File: config.mk
export PLATFORM = sky130hd
export DESIGN_NAME = shreg_pload
export DESIGN_NICKNAME = d
export VERILOG_FILES = /design/src/rtl/shreg_pkg.sv /design/src/rtl/shreg_ctrl.sv /design/src/rtl/shreg_cell.sv /design/src/rtl/shreg_pload.sv
export SDC_FILE = /design/constraint.sdc
export NUM_CORES = 1
export LEC_CHECK = 0
export BUFFER_PORTS_ARGS = -buffer_cell sky130_fd_sc_hd__clkbuf_2
export CORE_AREA = 2 2 39 41
export DETAILED_ROUTE_END_ITERATION = 12
export DIE_AREA = 0 0 41 43
export HOLD_SLACK_MARGIN = 0.05
export RECOVER_POWER = 25
export SETUP_SLACK_MARGIN = 0.02
export SLEW_MARGIN = 20
export SYNTH_ARGS = -nofsm -noshare
export SYNTH_HDL_FRONTEND = slang
export SYNTH_HIERARCHICAL = 1
export SYNTH_SLANG_ARGS = --single-unit
File: constraint.sdc
create_clock -name clk_i -period 1.35 [get_ports clk_i]
set_clock_uncertainty 0.15 [all_clocks]
set_input_delay 0.405 -clock clk_i [delete_from_list [all_inputs] [get_ports clk_i]]
set_output_delay 0.405 -clock clk_i [all_outputs]
set_load 0.05 [all_outputs]
File: src/rtl/shreg_pkg.sv
package shreg_pkg;
  typedef enum logic [1:0] {
    OP_HOLD  = 2'd0,
    OP_LOAD  = 2'd1,
    OP_SHIFT = 2'd2
  } op_e;
endpackage

File: src/rtl/shreg_ctrl.sv
module shreg_ctrl
  import shreg_pkg::*;
(
  input  logic shift_i,
  input  logic load_i,
  output op_e  op_o
);
  // shift wins over load
  always_comb begin
    if (shift_i)     op_o = OP_SHIFT;
    else if (load_i) op_o = OP_LOAD;
    else             op_o = OP_HOLD;
  end
endmodule

File: src/rtl/shreg_cell.sv
module shreg_cell
  import shreg_pkg::*;
(
  input  logic clk_i,
  input  logic rst_ni,
  input  op_e  op_i,
  input  logic shin_i,
  input  logic par_i,
  output logic q_o
);
  logic d;

  always_comb begin
    unique case (op_i)
      OP_SHIFT: d = shin_i;
      OP_LOAD:  d = par_i;
      default:  d = q_o;
    endcase
  end

  always_ff @(posedge clk_i or negedge rst_ni) begin
    if (!rst_ni) q_o <= 1'b0;
    else         q_o <= d;
  end
endmodule

File: src/rtl/shreg_pload.sv
module shreg_pload
  import shreg_pkg::*;
#(
  parameter int WIDTH = 4
) (
  input  logic             clk_i,
  input  logic             rst_ni,
  input  logic             shift_i,
  input  logic             load_i,
  input  logic             ser_i,
  input  logic [WIDTH-1:0] par_i,
  output logic [WIDTH-1:0] q_o,
  output logic             ser_o
);
  localparam int TOP = WIDTH - 1;

  op_e        op;
  logic [TOP:0] shin;

  shreg_ctrl u_ctrl (
    .shift_i (shift_i),
    .load_i  (load_i),
    .op_o    (op)
  );

  for (genvar i = 0; i < WIDTH; i++) begin : g_stage
    if (i == 0) begin : g_first
      assign shin[i] = ser_i;
    end else begin : g_rest
      assign shin[i] = q_o[i-1];
    end
    shreg_cell u_cell (
      .clk_i  (clk_i),
      .rst_ni (rst_ni),
      .op_i   (op),
      .shin_i (shin[i]),
      .par_i  (par_i[i]),
      .q_o    (q_o[i])
    );
  end

  assign ser_o = q_o[TOP];
endmodule

==> impl_metrics.json, run 1 <==
{
  "drtIter0Drc": 0,
  "largest_register_ffs": 4,
  "ys_seq_area_share_pct": 37.2,
  "synth.distinct_cells": 8,
  "synth_area_um2": 269,
  "ir_drop_v": 0.000507,
  "yosysTopAreaCell": "dfrtp_1",
  "firstDrtPassIters": 1,
  "route.layer.met1.wl_um": 166,
  "postSynthAreaPerCell_um2": 9.96,
  "status": "finished, violations left",
  "drc": 0,
  "root_buffer": "clkbuf_4",
  "cts_buffer_depth": 2,
  "overflow": 0,
  "place.gp.congestion": 0.587,
  "finalCritPeriodShare_pct": 102,
  "rsz0062_at_grt": "true",
  "die_area_um2": 1760,
  "top_register": "g_stage.u_cell/q_o",
  "n_antenna_cell": 0,
  "hold_viol_final": 0,
  "setup_tns_ns": -0.0710,
  "p_per_area_nw_per_um2": 1510,
  "synth_top_area_share_pct": 37.2,
  "cp_top_family": "flip-flops",
  "path_clk_slew_ns": 0.04,
  "fmax_ghz": 0.726,
  "violations": "setup timing",
  "stdcell_area_um2": 433,
  "routedWlPerCell_um": 7.77,
  "worst_slack_ns": -0.0276,
  "start_kind": "flop",
  "holdWs_ns": 0.301,
  "grt_max_degree": 6,
  "syn_nets": 40,
  "place.port_buffers": 13,
  "grt_first_pass_wirelength_um": 883,
  "setup_viol": 4,
  "ys_seq_elements": 4,
  "yosysWarningCount": 6,
  "fp.dieH_um": 43,
  "grt_pass1_vias": 243,
  "relSlewSlack_pct": 85.3,
  "drt.antenna.violating_nets": 0,
  "wl_met2_um": 267,
  "critPathKind": "flop to output pin",
  "dpl-instance-area_um2": 340,
  "synth_cells": 27,
  "area_growth_pct": 60.9,
  "n_fill_cell": 154,
  "layout.nets": 58,
  "die_width_um": 41,
  "path_buf_inv": 1,
  "crit_chain": "buf_8",
  "cts_tree": "yes",
  "cts_inserted_buffers": 3,
  "synth_area_leaders": "dfrtp_1 (37%), ha_1 (19%), mux2i_1 (15%)",
  "grt_use_total_pct": 8.06,
  "vias": 238,
  "start_util_pct": 19.4,
  "wl_um": 466,
  "antenna_found_initial": 0,
  "timing.max_cap.violations": 0,
  "core_area_um2": 1380,
  "critPathMaxFanout": 3,
  "pin_count": 14,
  "stdcell_count": 60,
  "cp.arrival_ns": 0.82,
  "highest_layer": "met3",
  "cpMaxStageDelayCell": "dfrtp_2",
  "tightestPinTransition_ns": 0.221,
  "dp_hpwl_um": 402,
  "period_needed_ns": 1.38,
  "clock_insertion_delay_worst_skew_ns": 0.24,
  "worstPathRequired_ns": 0.80,
  "cp-end-kind": "output pin",
  "slew_violations": 0,
  "wl_met3_um": 32,
  "drt-vias-per-instance": 3.97,
  "drive_above_1_share_pct": 40.9,
  "leakage_nw": 0.224,
  "rows": 14,
  "slowest_delay_ns": 0.43,
  "htreeDepth": 1,
  "clock_sinks": 4,
  "pre_cts_ws_ns": -0.0928,
  "dp.cells": 54,
  "top_regs": "g_stage.u_cell/q_o: 4 flops",
  "hp-class": "primary input to flop"
}
-- kinds of logic after synthesis --
logic type,after synthesis,synth area share (%)
multiplexers,4,14.9
buffers and inverters,6,11.2
adder cells (fa/ha/maj),4,18.6
AND/OR/NAND/NOR,5,10.7
AO/OA/AOI/OAI,4,7.44
flip-flops,4,37.2
-- layer usage --
layer	vias up	global-route usage, %
li1	122	-
met1	111	7.49
met2	5	11.3
met3	0	4.71
met4	0	8.00
met5	-	0
-- where the power goes --
group	internal [mW]	switching [mW]	total, mW
sequential	0.149	0.0310	0.180
clock	0.111	0.0537	0.165
combinational	0.136	0.174	0.311
total	0.396	0.259	0.655
-- final cells by class --
cell class,count,area (um^2),area share (%)
Multi-Input combinational cell,17,139,32.1
Timing Repair Buffer,15,131,30.3
Sequential cell,4,101,23.4
Clock buffer,4,26.3,6.07
Tap cell,16,20.0,4.62
Inverter,4,15.0,3.47
-- final timing paths --
check / startpoint / slack [ns] / cells past startpoint / to
min: ser_i / 0.30 / 3 / g_stage[0].u_cell/q_o
max reg2reg: g_stage[1].u_cell/q_o / 0.36 / 3 / g_stage[2].u_cell/q_o
min in group asynchronous: rst_ni / 0.38 / 2 / g_stage[2].u_cell/q_o
min reg2reg: g_stage[0].u_cell/q_o / 0.40 / 2 / g_stage[0].u_cell/q_o
max in group asynchronous: rst_ni / 0.47 / 2 / g_stage[3].u_cell/q_o
max: g_stage[3].u_cell/q_o / -0.03 / 1 / q_o[3]
-- synthesized netlist by cell type --
| library cell | n |
|---|---|
| o21ai_1 | 4 |
| ha_1 | 4 |
| inv_1 | 4 |
| buf_4 | 2 |
| dfrtp_1 | 4 |
| nand2_1 | 4 |
| mux2i_1 | 4 |
| nor2b_4 | 1 |
-- repair_timing --
action                     4_1_cts  5_1_grt
pin swaps                        0        0
setup buffers                    1        0
gates resized for setup         10        5
hold buffers                     1        0
setup endpoints to repair        5        5
hold endpoints to repair         4        0
-- through the flow --
step                      power, mW  util, %
after floorplan               0.355        -
after global placement        0.400     24.6
after detailed placement      0.403     24.6
after CTS                     0.645     30.9
after global routing          0.702     31.3
final                         0.655     31.3
-- layout by cell type (no fill, tap or decap), types with 2 or more instances in the layout --
master	netlist	layout
buf_8	0	5
clkbuf_1	0	2
clkbuf_2	0	7
clkbuf_4	0	3
dfrtp_1	4	3
ha_1	4	4
inv_1	4	4
mux2i_1	4	4
nand2_1	4	4
o21ai_1	4	4
(Power assumes the default switching activity.)
==> inputs of run 2 (changes only) <==
GPL_TIMING_DRIVEN = 0   (was unset)
clock period = 1.6 ns   (was 1.35 ns; I/O delays follow)
==> run 2 against run 1 <==
Effect of this change:
- the flow now finishes without violations
- register-to-register slack improved by 0.38 ns
- global-route usage fell by 0.71 points
- combinational power fell by 28%
- total power fell by 26%
- critical endpoint unchanged
- largest cell class unchanged
==> impl_metrics.json, run 2 (synthesized netlist as in run 1, its figures left out) <==
{
  "top_register": "g_stage.u_cell/q_o",
  "vias": 239,
  "cp-end-kind": "output pin",
  "dp.cells": 56,
  "grt_max_degree": 5,
  "core_area_um2": 1380,
  "multi_input_area_um2": 139,
  "period_needed_ns": 1.53,
  "n_fill_cell": 160,
  "pwr-share-clk_pct": 25.1,
  "largest_register_ffs": 4,
  "cts_setup_buffers": 0,
  "critPathMaxFanout": 3,
  "area_growth_pct": 47.0,
  "antenna_found_initial": 0,
  "clock_insertion_delay_worst_skew_ns": 0.23,
  "critPathKind": "flop to output pin",
  "n_antenna_cell": 0,
  "clock_sinks": 4,
  "r2r_start": "g_stage[1].u_cell/q_o",
  "grt_pass1_vias": 229,
  "rows": 14,
  "reg2reg_depth": 2,
  "ir_drop_v": 0.000329,
  "hold_viol_final": 0,
  "wl_um": 441,
  "layout_commonest_cell": "clkbuf_2",
  "routedWlPerCell_um": 7.35,
  "leakage_nw": 0.217,
  "grt_first_pass_wirelength_um": 807,
  "hp-class": "flop to flop",
  "root_buffer": "clkbuf_4",
  "setup_viol": 0,
  "die_width_um": 41,
  "start_kind": "flop",
  "reg2reg_setup_slack_ns": 0.74,
  "timing.max_cap.violations": 0,
  "seq_area_um2": 100,
  "cts_buffer_depth": 2,
  "layout.nets": 59,
  "path_clk_slew_ns": 0.04,
  "cts_tree": "yes",
  "fp.dieH_um": 43,
  "place.gp.congestion": 0.594,
  "worstPathRequired_ns": 0.97,
  "firstDrtPassIters": 1,
  "pin_count": 14,
  "drc": 0,
  "drtIter0Drc": 0,
  "endpoint": "q_o[3]",
  "top_regs": "g_stage.u_cell/q_o: 4 flops",
  "stdcell_count": 60,
  "tightestPinTransition_ns": 0.276,
  "grt_use_total_pct": 7.35,
  "cts_inserted_buffers": 3,
  "relSlewSlack_pct": 81.7,
  "sw_frac_of_total_pct": 41.8,
  "drt.antenna.violating_nets": 0,
  "die_area_um2": 1760,
  "status": "finished clean",
  "start_util_pct": 19.4,
  "fmax_ghz": 0.654,
  "stdcell_area_um2": 395,
  "comb_power_share_pct": 45.9,
  "drt-vias-per-instance": 3.98,
  "p_per_area_nw_per_um2": 1230,
  "dpl-instance-area_um2": 354,
  "place.port_buffers": 13,
  "setup_tns_ns": 0,
  "cp.arrival_ns": 0.90,
  "p_int_uw": 282,
  "slew_violations": 0,
  "htreeDepth": 1,
  "overflow": 0,
  "p_sw_uw": 203,
  "startpoint": "g_stage[3].u_cell/q_o",
  "r2r_end": "g_stage[2].u_cell/q_o",
  "drive_above_1_share_pct": 40.9,
  "finalCritPeriodShare_pct": 95.5,
  "rsz0062_at_grt": "false",
  "seqPwrFrac_pct": 29.0
}
## run 2: cell types whose count changed in the layout (fill, tap and decap cells not counted)
cell / previous run / this run
buf_8: 5 / 1
buf_4: 1 / 2
clkbuf_2: 7 / 11
dfrtp_2: 1 / 0
dfrtp_1: 3 / 4
clkbuf_1: 2 / 1
## run 2: what timing repair did
action / 4_1_cts / 5_1_grt
hold buffers: 1 / 0
gates cloned: 0 / 0
gates resized for setup: 2 / 1
hold endpoints to repair: 4 / 0
setup endpoints to repair: 1 / 1
## run 2: worst max-delay path: stages, from the launching register on
cell and delay, ns:
dfrtp_1 0.38, buf_4 0.14, buf_8 0.14
## run 2: power by group through the flow
stage               Sequential, mW  Combinational, mW  Clock (mW)
floorplan                    0.220             0.0777           0
global placement             0.142              0.205           0
detailed placement           0.142              0.206           0
CTS                          0.141              0.220       0.129
global route                 0.144              0.237       0.138
finish                       0.140              0.223       0.122
## run 2: through the flow
step | setup WS, ns | utilization (%) | hold slack (ns) | total power, mW
floorplan | 0.0665 | - | 0.0344 | 0.298
global placement | 0.139 | 25.6 | 0.140 | 0.346
detailed placement | 0.124 | 25.6 | 0.140 | 0.348
CTS | 0.0480 | 28.6 | 0.368 | 0.490
global route | 0.0292 | 28.6 | 0.388 | 0.519
finish | 0.0716 | 28.6 | 0.360 | 0.485
## run 2: worst min path at each step
stage / from / end / slack, ns / depth (start not counted)
6_report: g_stage[0].u_cell/q_o / g_stage[0].u_cell/q_o / 0.36 / 2
2_1_floorplan: rst_ni / g_stage[0].u_cell/q_o / 0.03 / 0
4_1_cts: g_stage[0].u_cell/q_o / g_stage[0].u_cell/q_o / 0.37 / 2
3_5_place_dp: rst_ni / g_stage[3].u_cell/q_o / 0.14 / 1
3_3_place_gp: rst_ni / g_stage[3].u_cell/q_o / 0.14 / 1
5_1_grt: g_stage[2].u_cell/q_o / g_stage[2].u_cell/q_o / 0.39 / 2
## run 2: routing by layer
metal	GRT usage [%]	part of all wire [%]	routed length, um	vias up
met5	0	0	0	-
met4	6.00	0	0	0
met3	4.71	7.3	32	0
met2	10.9	61	267	4
met1	6.49	32	140	112
li1	-	-	-	123
## run 2: cell type report
cell class | instances | area share [%]
Clock buffer | 3 | 5.70
Tap cell | 16 | 5.06
Buffer | 2 | 3.80
Multi-Input combinational cell | 17 | 35.1
Inverter | 4 | 3.80
Timing Repair Buffer | 14 | 21.2
Sequential cell | 4 | 25.3
